`config.mk`:
```
export PLATFORM = sky130hd
export DESIGN_NAME = uart_irq_ctrl
export DESIGN_NICKNAME = d
export VERILOG_FILES = /design/src/rtl/uart_irq_pkg.sv /design/src/rtl/irq_rx_activity.sv /design/src/rtl/irq_tx_empty.sv /design/src/rtl/irq_frame_err.sv /design/src/rtl/irq_merge.sv /design/src/rtl/uart_irq_ctrl.sv
export SDC_FILE = /design/constraint.sdc
export NUM_CORES = 1
export LEC_CHECK = 0
export BUFFER_PORTS_ARGS = -buffer_cell sky130_fd_sc_hd__buf_2
export CAP_MARGIN = 20
export CELL_PAD_IN_SITES_DETAIL_PLACEMENT = 1
export CELL_PAD_IN_SITES_GLOBAL_PLACEMENT = 1
export CORE_MARGIN = 2
export CORE_UTILIZATION = 30
export DETAILED_ROUTE_END_ITERATION = 12
export PLACE_DENSITY_LB_ADDON = 0.1
export SLEW_MARGIN = 20
export SYNTH_ARGS = -nofsm -noshare
export SYNTH_HDL_FRONTEND = slang
export SYNTH_SLANG_ARGS = --single-unit
```
`constraint.sdc`:
```
create_clock -name clk -period 1.7 [get_ports clk]
set_input_delay 0.17 -clock clk [delete_from_list [all_inputs] [get_ports clk]]
set_output_delay 0.17 -clock clk [all_outputs]
set_load 0.01 [all_outputs]
```
`src/rtl/uart_irq_pkg.sv`:
```
package uart_irq_pkg;
  localparam int SRC_N   = 4;
  localparam int SRC_RX  = 0;
  localparam int SRC_TX  = 1;
  localparam int SRC_PAR = 2;
  localparam int SRC_EVT = 3;

  typedef enum logic [1:0] {
    OP_IDLE    = 2'b00,
    OP_CFG     = 2'b01,
    OP_WR_DATA = 2'b10,
    OP_RD_DATA = 2'b11
  } spi_op_e;
endpackage

```
`src/rtl/irq_rx_activity.sv`:
```
module irq_rx_activity #(
  parameter int SYNC_STAGES = 2
) (
  input  logic clk,
  input  logic rst,
  input  logic rx_line,
  input  logic shutdown,
  output logic act_q
);
  localparam int LAST = SYNC_STAGES - 1;

  logic [SYNC_STAGES-1:0] chain;
  logic                   prev_q;
  logic                   toggled;

  for (genvar i = 0; i < SYNC_STAGES; i++) begin : g_sync
    if (i == 0) begin : g_first
      always_ff @(posedge clk) begin
        if (rst) chain[i] <= 1'b1;
        else     chain[i] <= rx_line;
      end
    end else begin : g_next
      always_ff @(posedge clk) begin
        if (rst) chain[i] <= 1'b1;
        else     chain[i] <= chain[i-1];
      end
    end
  end

  always_ff @(posedge clk) begin
    if (rst) prev_q <= 1'b1;
    else     prev_q <= chain[LAST];
  end

  assign toggled = chain[LAST] ^ prev_q;

  always_ff @(posedge clk) begin
    if (rst || !shutdown) act_q <= 1'b0;
    else if (toggled)     act_q <= 1'b1;
  end
endmodule

```
`src/rtl/irq_tx_empty.sv`:
```
module irq_tx_empty
  import uart_irq_pkg::*;
#(
  parameter int CNT_W    = 5,
  parameter int CLR_EDGE = 16
) (
  input  logic             clk,
  input  logic             rst,
  input  logic             tx_empty,
  input  logic             sclk_rise,
  input  logic [CNT_W-1:0] sclk_count,
  input  logic [1:0]       op_kind,
  output logic             t_stat,
  output logic             t_pend
);
  localparam logic [CNT_W-1:0] CLR_VAL = CNT_W'(CLR_EDGE);

  logic    empty_d;
  logic    empty_rise;
  logic    data_op;
  logic    clr_hit;
  spi_op_e op;

  assign op         = spi_op_e'(op_kind);
  assign data_op    = (op == OP_WR_DATA) || (op == OP_RD_DATA);
  assign clr_hit    = sclk_rise && (sclk_count == CLR_VAL) && data_op;
  assign empty_rise = tx_empty && !empty_d;

  always_ff @(posedge clk) begin
    if (rst) begin
      empty_d <= 1'b1;
      t_stat  <= 1'b0;
    end else begin
      empty_d <= tx_empty;
      t_stat  <= tx_empty;
    end
  end

  always_ff @(posedge clk) begin
    if (rst)             t_pend <= 1'b0;
    else if (empty_rise) t_pend <= 1'b1;
    else if (clr_hit)    t_pend <= 1'b0;
  end
endmodule

```
`src/rtl/irq_frame_err.sv`:
```
module irq_frame_err (
  input  logic clk,
  input  logic rst,
  input  logic frame_bad,
  input  logic frame_good,
  output logic fe_q
);
  always_ff @(posedge clk) begin
    if (rst)             fe_q <= 1'b0;
    else if (frame_bad)  fe_q <= 1'b1;
    else if (frame_good) fe_q <= 1'b0;
  end
endmodule

```
`src/rtl/irq_merge.sv`:
```
module irq_merge #(
  parameter int N = 4
) (
  input  logic         clk,
  input  logic         rst,
  input  logic [N-1:0] src,
  input  logic         mask_we,
  input  logic [N-1:0] mask_in,
  output logic [N-1:0] mask_q,
  output logic         irq_n
);
  logic [N-1:0] gated;

  for (genvar i = 0; i < N; i++) begin : g_gate
    assign gated[i] = src[i] & mask_q[i];
  end

  always_ff @(posedge clk) begin
    if (rst)          mask_q <= '0;
    else if (mask_we) mask_q <= mask_in;
  end

  always_ff @(posedge clk) begin
    if (rst) irq_n <= 1'b1;
    else     irq_n <= ~(|gated);
  end
endmodule

```
`src/rtl/uart_irq_ctrl.sv`:
```
module uart_irq_ctrl
  import uart_irq_pkg::*;
#(
  parameter int SYNC_STAGES = 2,
  parameter int CNT_W       = 5,
  parameter int CLR_EDGE    = 16
) (
  input  logic             clk,
  input  logic             rst,
  input  logic             rx_avail,
  input  logic             head_parity,
  input  logic             parity_en,
  input  logic             shutdown,
  input  logic             rx_line,
  input  logic             frame_bad,
  input  logic             frame_good,
  input  logic             tx_empty,
  input  logic             sclk_rise,
  input  logic [CNT_W-1:0] sclk_count,
  input  logic [1:0]       op_kind,
  input  logic             mask_we,
  input  logic [SRC_N-1:0] mask_in,
  output logic             irq_n,
  output logic [SRC_N-1:0] status
);
  logic             rx_q;
  logic             par_q;
  logic             shut_q;
  logic             ra_q;
  logic             fe_q;
  logic             t_stat;
  logic             t_pend;
  logic             evt_bit;
  logic [SRC_N-1:0] src_vec;
  logic [SRC_N-1:0] mask_q;

  always_ff @(posedge clk) begin
    if (rst) begin
      rx_q   <= 1'b0;
      par_q  <= 1'b0;
      shut_q <= 1'b0;
    end else begin
      rx_q   <= rx_avail;
      par_q  <= parity_en & head_parity;
      shut_q <= shutdown;
    end
  end

  irq_rx_activity #(.SYNC_STAGES(SYNC_STAGES)) u_act (
    .clk(clk), .rst(rst), .rx_line(rx_line), .shutdown(shutdown), .act_q(ra_q)
  );

  irq_frame_err u_fe (
    .clk(clk), .rst(rst), .frame_bad(frame_bad), .frame_good(frame_good), .fe_q(fe_q)
  );

  irq_tx_empty #(.CNT_W(CNT_W), .CLR_EDGE(CLR_EDGE)) u_tx (
    .clk(clk), .rst(rst), .tx_empty(tx_empty), .sclk_rise(sclk_rise),
    .sclk_count(sclk_count), .op_kind(op_kind), .t_stat(t_stat), .t_pend(t_pend)
  );

  assign evt_bit = shut_q ? ra_q : fe_q;

  always_comb begin
    status          = '0;
    status[SRC_RX]  = rx_q;
    status[SRC_TX]  = t_stat;
    status[SRC_PAR] = par_q;
    status[SRC_EVT] = evt_bit;
    src_vec         = status;
    src_vec[SRC_TX] = t_pend;
  end

  irq_merge #(.N(SRC_N)) u_merge (
    .clk(clk), .rst(rst), .src(src_vec), .mask_we(mask_we),
    .mask_in(mask_in), .mask_q(mask_q), .irq_n(irq_n)
  );
endmodule

```
# Yosys cells after proc, flatten, opt, wreduce, memory -nomap -nowiden
# Index checks and enable logic that the tools add are counted.
[classes] n_eq_ne=3 n_mux=5 n_bitwise=7 n_reduce_logical=10
[op_table] cell="$and 1x1->1" n=5
[op_table] cell="$eq 5x5->1 const B" n=1
[op_table] cell="$mux 1" n=5
[op_table] cell="$eq 2x2->1 const B" n=2
[op_table] cell="$reduce_bool 2->1" n=2
[op_table] cell="$reduce_or 4->1" n=1
[op_table] cell="$logic_and 1x1->1" n=3
[op_table] cell="$logic_not 1->1" n=2
[op_table] cell="$logic_or 1x1->1" n=2
[op_table] cell="$not 1->1" n=1
[op_table] cell="$xor 1x1->1" n=1
[totals] register_bits=16 elab_cells=38

# Logic depth before layout (Yosys ltp)
# Gate-level depths: netlist (run 1).
[logic_depth] ltp_word=5 depth_mapped=3 mapped_depth_nobuf=3

# Modules after synthesis
# Synthesis (run 1) repeated with hierarchy kept, for this count alone.
[hier_totals] hier_cells=53 hier_area_um2=581.8
[by_module_without_submodules] mod="irq_merge" n_inst=1 cells_per_inst=17 area_per_inst_um2=182.7
[by_module_without_submodules] mod="uart_irq_ctrl" n_inst=1 cells_per_inst=11 area_per_inst_um2=126.4
[by_module_without_submodules] mod="irq_rx_activity" n_inst=1 cells_per_inst=10 area_per_inst_um2=121.4
[by_module_without_submodules] mod="irq_tx_empty" n_inst=1 cells_per_inst=11 area_per_inst_um2=112.6
[by_module_without_submodules] mod="irq_frame_err" n_inst=1 cells_per_inst=4 area_per_inst_um2=38.8

# Least setup slack after synthesis (run 1)
# Ideal clock, no wire load.
[synth_timing] path_type="reg-to-output" start="register shut_q" end="output port status[3]" arrival_ns=0.759 setup_slack_ns=0.771 stages_incl_launch_ff=3 cell_sequence="dfxtp_1 -> mux2_2 -> buf_4"
[synth_between] elab_chain_cells=1
[synth_lines] item="start, declared" line="uart_irq_ctrl.sv:28" text="logic shut_q;"
[synth_lines] item="start signal, assigned" line="uart_irq_ctrl.sv:45" text="shut_q <= shutdown;"
[synth_lines] item="$mux 1" line="uart_irq_ctrl.sv:62" text="assign evt_bit = shut_q ? ra_q : fe_q;"
[synth_lines] item="end, declared" line="uart_irq_ctrl.sv:24" text="output logic [SRC_N-1:0] status"
# Every way passes these cells.

# Worst setup path in the final report (run 1)
# Same ends and word-level chain as after synthesis.

==> results.md, run 1 <==
* Status: complete, no violations
* Worst Setup Start Kind: flip-flop
* Synth area leader: dfxtp_1
* Vias per Instance at 4.29
* Worst Setup End Kind: primary output
* Clock sinks at 16
* Mapped Cells at 52
* DRT Wirelength at 1.00 mm
* Insertion delay to the later sink of the worst-skew pair at 0.27 ns
* R2R Setup Slk at 0.77 ns
* Share of cells above drive strength 1 at 0.467
* R2R depth at 2
* Fmax at 0.802 GHz
* Clock Path Buffers at 2
* Drt drc at 0
* Reg clk slew, reported paths at 0.08 ns
* Vias in the first global route at 376
* CP arrival at 1.08 ns
* Register area at 320 um^2
* Wire per inst at 10.0 um
* CTS Buf Count at 3
* Post-route non-filler standard cell count at 100
* Nets at 100
* CTS tree: done
* Most frequent cells in the layout: buf_2 (26), dfxtp_1 (16), nor2_1 (5)
* Drt initial violations at 2
* Final instance area at 707 um^2
* DP Wirelength at 789 um
* Hold crit path type: primary input to flip-flop
* Placed instance count at 97
* Cell Rows at 15
* Worst R2R End: u_merge.irq_n
* Commonest non-fill, non-tap cell in the layout: buf_2
* Hold WS at 0.0693 ns
* Final Hold Violating Endpoints at 0
* Top-area cell type share of the netlist area at 0.570
* Worst rel slew slack at 0.764
* GRT Residual Overflow at 0
* Post-CTS Resized at 0
* Max cap viols at 0
* Postcts setup bufs at 0
* Flops & latches, synth at 16
* Mean area per synthesized cell at 10.8 um^2
* Vias at 429
* Die Span Y at 47.3 um
* Die width at 47.3 um
* Netlist cell types at 20
* Max Slew Vio Count at 0
* Ports at 28
* CP startpoint: shut_q
* RSZ-0062 raised after global routing: no
* Setup Viol. Count Final at 0
* CP Depth at 2
* Clock Tree Root: clkbuf_4
* Crit path cell chain: mux2_2 -> buf_2
* Cell leakage power at 0.340 nW
* Syn Std Cell Area at 562 um^2
* Overall power at 657 uW
* Slowest cell on the critical path: mux2_2
* Largest registers: u_merge.mask_q (4), u_act.chain (2)
* CTS Hold Bufs at 0
* Area of the multi-input gates at 191 um^2
* Core Area at 1750 um^2
* Antenna-violating nets left at 0
* Ant. Diodes at 0
* Drt pass-1 iters at 4
* Clk_skew at 0.000964 ns
* Period minus WS final at 1.25 ns
* First-pass GRT wire length at 1.61 mm
* Initial antenna violation count at 0
* Total GRT Usage at 0.108
* Synth Net Count at 75
* Number of warning messages in the yosys log at 0
* Largest delay contributor family on the critical path: multiplexers
* Tcrit/Tclk final at 0.733
* FF-to-FF Start: u_tx.t_pend
* Max FFs per register at 4
* I/O Buffers at 26
* P per Cell Area at 930 nW/um^2
* Routability cong. at 0.614
* Least-Margin Pin Slew at 0.354 ns
* Max stage delay on crit path at 0.34 ns
* Dpl cell area at 684 um^2
* WP buf/inv at 1
* Starting Density at 0.322
* Synth area leaders: dfxtp_1 (57%), mux2i_1 (7.1%), buf_4 (5.3%)
* Setup TNS after final layout at 0 ns
* Largest net degree at the start of global routing at 15
* Seq/Total Area, Yosys at 0.570
* CTS H-tree lvls at 1
* Hold Path Depth at 2
* VDD IR max at 364 uV
* Die area at 2230 um^2
* CP endpoint: status[3]
* WS Path Type: flip-flop to primary output
* Worst-path fanout max at 2
* P&R area growth vs syn at 25.8%
* Number of fill cells in the layout at 223
* Reg with most FFs: u_merge.mask_q
* CP required at 1.53 ns
metrics by stage:
stage / setup WS [ns] / util
6_report: 0.454 / 0.405
5_1_grt: 0.404 / 0.405
4_1_cts: 0.435 / 0.405
3_5_place_dp: 0.667 / 0.392
3_3_place_gp: 0.655 / 0.392
2_1_floorplan: 0.771 / -
worst min-delay path by stage:
stage	endpoint	slack (ns)	start
after global placement	u_act.chain[0]	0.35	rx_line
after floorplan	rx_q	0.24	rst
after detailed placement	u_act.chain[0]	0.36	rx_line
after CTS	u_act.chain[0]	0.06	rx_line
final	u_act.chain[0]	0.07	rx_line
after global routing	u_act.chain[0]	0.07	rx_line
layer usage:
metal / global-route usage / vias up / share of wire
li1: - / 215 / -
met1: 0.142 / 195 / 0.44
met2: 0.149 / 19 / 0.46
met3: 0.0385 / 0 / 0.097
met4: 0.0667 / 0 / 0
met5: 0 / - / 0
area by class of cell:
type	count	share of cell area
inverter	3	0.0159
tap	25	0.0442
clock buffer	3	0.0319
sequential	16	0.453
timing repair buffer	26	0.184
multi-input combinational	27	0.271
cell families after synthesis:
family / count (synthesis) / share of synthesized area
flops: 16 / 0.570
mux: 5 / 0.0913
buf+inv: 9 / 0.0891
simple gates: 16 / 0.163
compound gates: 5 / 0.0713
xor+xnor: 1 / 0.0156
worst register-to-register path, delay by kind of cell, from the launching register on:
kind               cells  cell delay [ns]
AOI/OAI and AO/OA      2             0.56
DFF                    1             0.33
where the power goes:
| group | total, mW | switching (mW) | internal [mW] |
|---|---|---|---|
| Combinational | 0.0660 | 0.0280 | 0.0380 |
| Sequential | 0.402 | 0.00797 | 0.394 |
| Clock | 0.190 | 0.108 | 0.0820 |
synthesized netlist by cell type:
cell and instances:
nand4_1 1, mux2i_1 4, nor2_1 5, inv_1 3, nand2_1 1, xor2_1 1, a32o_1 1, buf_2 1
dfxtp_1 16, or2_2 4, nor4_2 1, and3_1 1, nor2b_1 3, a21o_1 1, mux2_2 1, clkbuf_1 1
a222oi_1 1, a21oi_1 1, buf_4 4, o21a_1 1
No activity file was read; power rests on OpenSTA's default activity.
==> run 2: changes to the inputs <==
--- a/config.mk
+++ b/config.mk
@@ -5,6 +5,7 @@
 export SDC_FILE = /design/constraint.sdc
 export NUM_CORES = 1
 export LEC_CHECK = 0
+export ABC_AREA = 1
 export BUFFER_PORTS_ARGS = -buffer_cell sky130_fd_sc_hd__buf_2
 export CAP_MARGIN = 20
 export CELL_PAD_IN_SITES_DETAIL_PLACEMENT = 1
==> constraint.sdc (replaced) <==
create_clock -name clk -period 1.21 [get_ports clk]
set_input_delay 0.121 -clock clk [delete_from_list [all_inputs] [get_ports clk]]
set_output_delay 0.121 -clock clk [all_outputs]
set_load 0.01 [all_outputs]
==> run 2 against run 1 <==
Clock skew up 0.0029 ns. Sequential power up 41%. First-iteration DRC count unchanged. Core utilization shrank 0.29 points. Synthesized cell count up 62%. Design area rose by 13%. Clock power is 79% higher. Flip-flop and latch count is the same. Wire length up 14%. Largest cell class unchanged. Hold slack worse by 0.053 ns. Non-clock buffer count unchanged. Critical endpoint unchanged.
==> results.md, run 2 <==
* Status: complete, no violations (unchanged)
* Max Slew Vio Count at 0 (unchanged)
* Largest registers: u_merge.mask_q (4), u_act.chain (2) (unchanged)
* Synth area leaders: dfxtp_1 (50%), nand2_1 (11%), nor2_1 (8.8%) (was dfxtp_1 (57%), mux2i_1 (7.1%), buf_4 (5.3%))
* Netlist cell types at 15 (was 20)
* Vias per Instance at 4.13 (was 4.29)
* Die width at 50.1 um (was 47.3 um)
* Cell leakage power at 0.442 nW (was 0.340 nW)
* Top-area cell type share of the netlist area at 0.502 (was 0.570)
* Clk_skew at 0.00388 ns (was 0.000964 ns)
* Worst-path fanout max at 2 (unchanged)
* Antenna-violating nets left at 0 (unchanged)
* CTS tree: done (unchanged)
* Drt initial violations at 2 (unchanged)
* Seq/Total Area, Yosys at 0.502 (was 0.570)
* Setup TNS after final layout at 0 ns (unchanged)
* CTS Hold Bufs at 0 (unchanged)
* Number of warning messages in the yosys log at 0 (unchanged)
* Mapped Cells at 84 (was 52)
* DP Wirelength at 980 um (was 789 um)
* Max FFs per register at 4 (unchanged)
* Die Span Y at 50.1 um (was 47.3 um)
* Synth area leader: dfxtp_1 (unchanged)
* Synth top cells by count: nand2_1 (19), dfxtp_1 (16), nor2_1 (15) (was dfxtp_1 (16), nor2_1 (5), buf_4 (4), mux2i_1 (4), or2_2 (4))
* P per Cell Area at 1280 nW/um^2 (was 930 nW/um^2)
* Clock sinks at 16 (unchanged)
* Setup WS post-layout at 0.133 ns (was 0.454 ns)
* Number of fill cells in the layout at 260 (was 223)
* Overall power at 1.02 mW (was 657 uW)
* I/O Buffers at 26 (unchanged)
* Cell Rows at 16 (was 15)
* Vias in the first global route at 526 (was 376)
* Total GRT Usage at 0.106 (was 0.108)
* Drt pass-1 iters at 2 (was 4)
* Share of cells above drive strength 1 at 0.321 (was 0.467)
* Slowest cell on the critical path: dfxtp_1 (was mux2_2)
* Worst Setup End Kind: primary output (unchanged)
* Setup Viol. Count Final at 0 (unchanged)
* Mean area per synthesized cell at 7.60 um^2 (was 10.8 um^2)
* Max stage delay on crit path at 0.32 ns (was 0.34 ns)
* Reg clk slew, reported paths at 0.09 ns (was 0.08 ns)
* Initial antenna violation count at 0 (unchanged)
* CP required at 1.09 ns (was 1.53 ns)
* Max cap viols at 0 (unchanged)
* Vias at 562 (was 429)
* Post-CTS Resized at 0 (unchanged)
* Simple-gate share of the synthesized area at 0.282 (was 0.163)
* WS Path Type: flip-flop to primary output (unchanged)
* Routability cong. at 0.678 (was 0.614)
* Crit path cell chain: inv_1 -> nand2_1 -> o21a_1 -> buf_2 (was mux2_2 -> buf_2)
* Die area at 2510 um^2 (was 2230 um^2)
* Postcts setup bufs at 0 (unchanged)
* Dpl cell area at 761 um^2 (was 684 um^2)
* P&R area growth vs syn at 24.9% (was 25.8%)
* DRT Wirelength at 1.15 mm (was 1.00 mm)
* Dpl ws at 0.434 ns (was 0.667 ns)
* Reg with most FFs: u_merge.mask_q (unchanged)
* Tcrit/Tclk final at 0.890
* Commonest non-fill, non-tap cell in the layout: buf_2 (unchanged)
* Period minus WS final at 1.08 ns
* Final instance area at 797 um^2 (was 707 um^2)
* Most common cell in the synthesized netlist: nand2_1 (was dfxtp_1)
* Ports at 28 (unchanged)
* Least-Margin Pin Slew at 0.257 ns (was 0.354 ns)
* Post-Synth XOR/XNOR Area at 0 (was 0.0156)
* Largest net degree at the start of global routing at 10 (was 15)
* RSZ-0062 raised after global routing: no (unchanged)
* CP arrival at 0.96 ns (was 1.08 ns)
* Clock Path Buffers at 2 (unchanged)
* Synth Area in Adders at 0 (unchanged)
* Worst rel slew slack at 0.829 (was 0.764)
* Fmax at 0.928 GHz
* Synth Net Count at 107 (was 75)
* Combinational family with the most area after synthesis: simple AND/OR/NAND/NOR gates (unchanged)
* CTS H-tree lvls at 1 (unchanged)
* Synth Area in Compound Gates at 0.0588 (was 0.0713)
* Mux cell area share after synthesis at 0 (was 0.0913)
* Insertion delay to the later sink of the worst-skew pair at 0.28 ns (was 0.27 ns)
* Wire per inst at 8.42 um (was 10.0 um)
* Ys flop type: dfxtp_1 (unchanged)
* Final Hold Violating Endpoints at 0 (unchanged)
* Clock Tree Root: clkbuf_4 (unchanged)
* Drt drc at 0 (unchanged)
* Ant. Diodes at 0 (unchanged)
* EDFF count, synth at 0 (unchanged)
* Hold crit path type: primary input to flip-flop (unchanged)
* Flops & latches, synth at 16 (unchanged)
* Most frequent cells in the layout: buf_2 (26), nand2_1 (19), dfxtp_1 (16) (was buf_2 (26), dfxtp_1 (16), nor2_1 (5))
* Nets at 133 (was 100)
* VDD IR max at 433 uV (was 364 uV)
* First-pass GRT wire length at 2.01 mm (was 1.61 mm)
* Share of flip-flops with an asynchronous set or reset at 0 (unchanged)
* Starting Density at 0.322 (about the same)
* Syn Std Cell Area at 638 um^2 (was 562 um^2)
* Worst Setup Start Kind: flip-flop (unchanged)
* CTS Buf Count at 3 (unchanged)
* GRT Residual Overflow at 0 (unchanged)
* Core Area at 1980 um^2 (was 1750 um^2)
run 2: cell families after synthesis:
group,Yosys count
buffers and inverters,20
AND/OR/NAND/NOR,41
AO/OA/AOI/OAI,7
flip-flops,16
run 2: power by group:
| part | internal, mW | leakage, nW | switching, mW |
|---|---|---|---|
| sequential | 0.555 | 0.133 | 0.0114 |
| combinational | 0.0564 | 0.289 | 0.0593 |
| clock | 0.183 | 0.0210 | 0.158 |
run 2: final timing paths:
| kind | startpoint | to | slack (ns) | cells past startpoint |
|---|---|---|---|---|
| worst max-delay path | u_act.act_q | status[3] | 0.13 | 4 |
| worst min-delay path | rx_line | u_act.chain[0] | 0.02 | 2 |
| worst max register to register | u_fe.fe_q | u_merge.irq_n | 0.45 | 4 |
| worst min register to register | u_act.chain[0] | u_act.chain[1] | 0.41 | 1 |
run 2: per-layer routing:
metal,GRT usage,part of all wire
met4,0.0417,0
met2,0.197,0.52
met1,0.108,0.42
met3,0.0303,0.066
met5,0,0
run 2: critical path, delay by kind of cell, from the launching register on:
family	cells	cell delay (ns)
and+or+nand+nor	1	0.07
DFF	1	0.32
buffers and inverters	2	0.17
AOI/OAI and AO/OA	1	0.12
run 2: layout make-up:
cell class,count,area [um^2],share of cell area
sequential,16,320,0.402
tap,27,33.8,0.0424
clock buffer,4,36.3,0.0455
timing repair buffer,26,130,0.163
inverter,15,58.8,0.0738
multi-input combinational,48,218,0.273
run 2: metrics by stage:
step | hold slack, ns | std cells | util
final | 0.0163 | 136 | 0.402
after global routing | 0.0194 | 136 | 0.402
after CTS | 0.0119 | 136 | 0.402
after detailed placement | 0.309 | 132 | 0.384
after global placement | 0.299 | 132 | 0.384
after floorplan | 0.218 | 84 | -
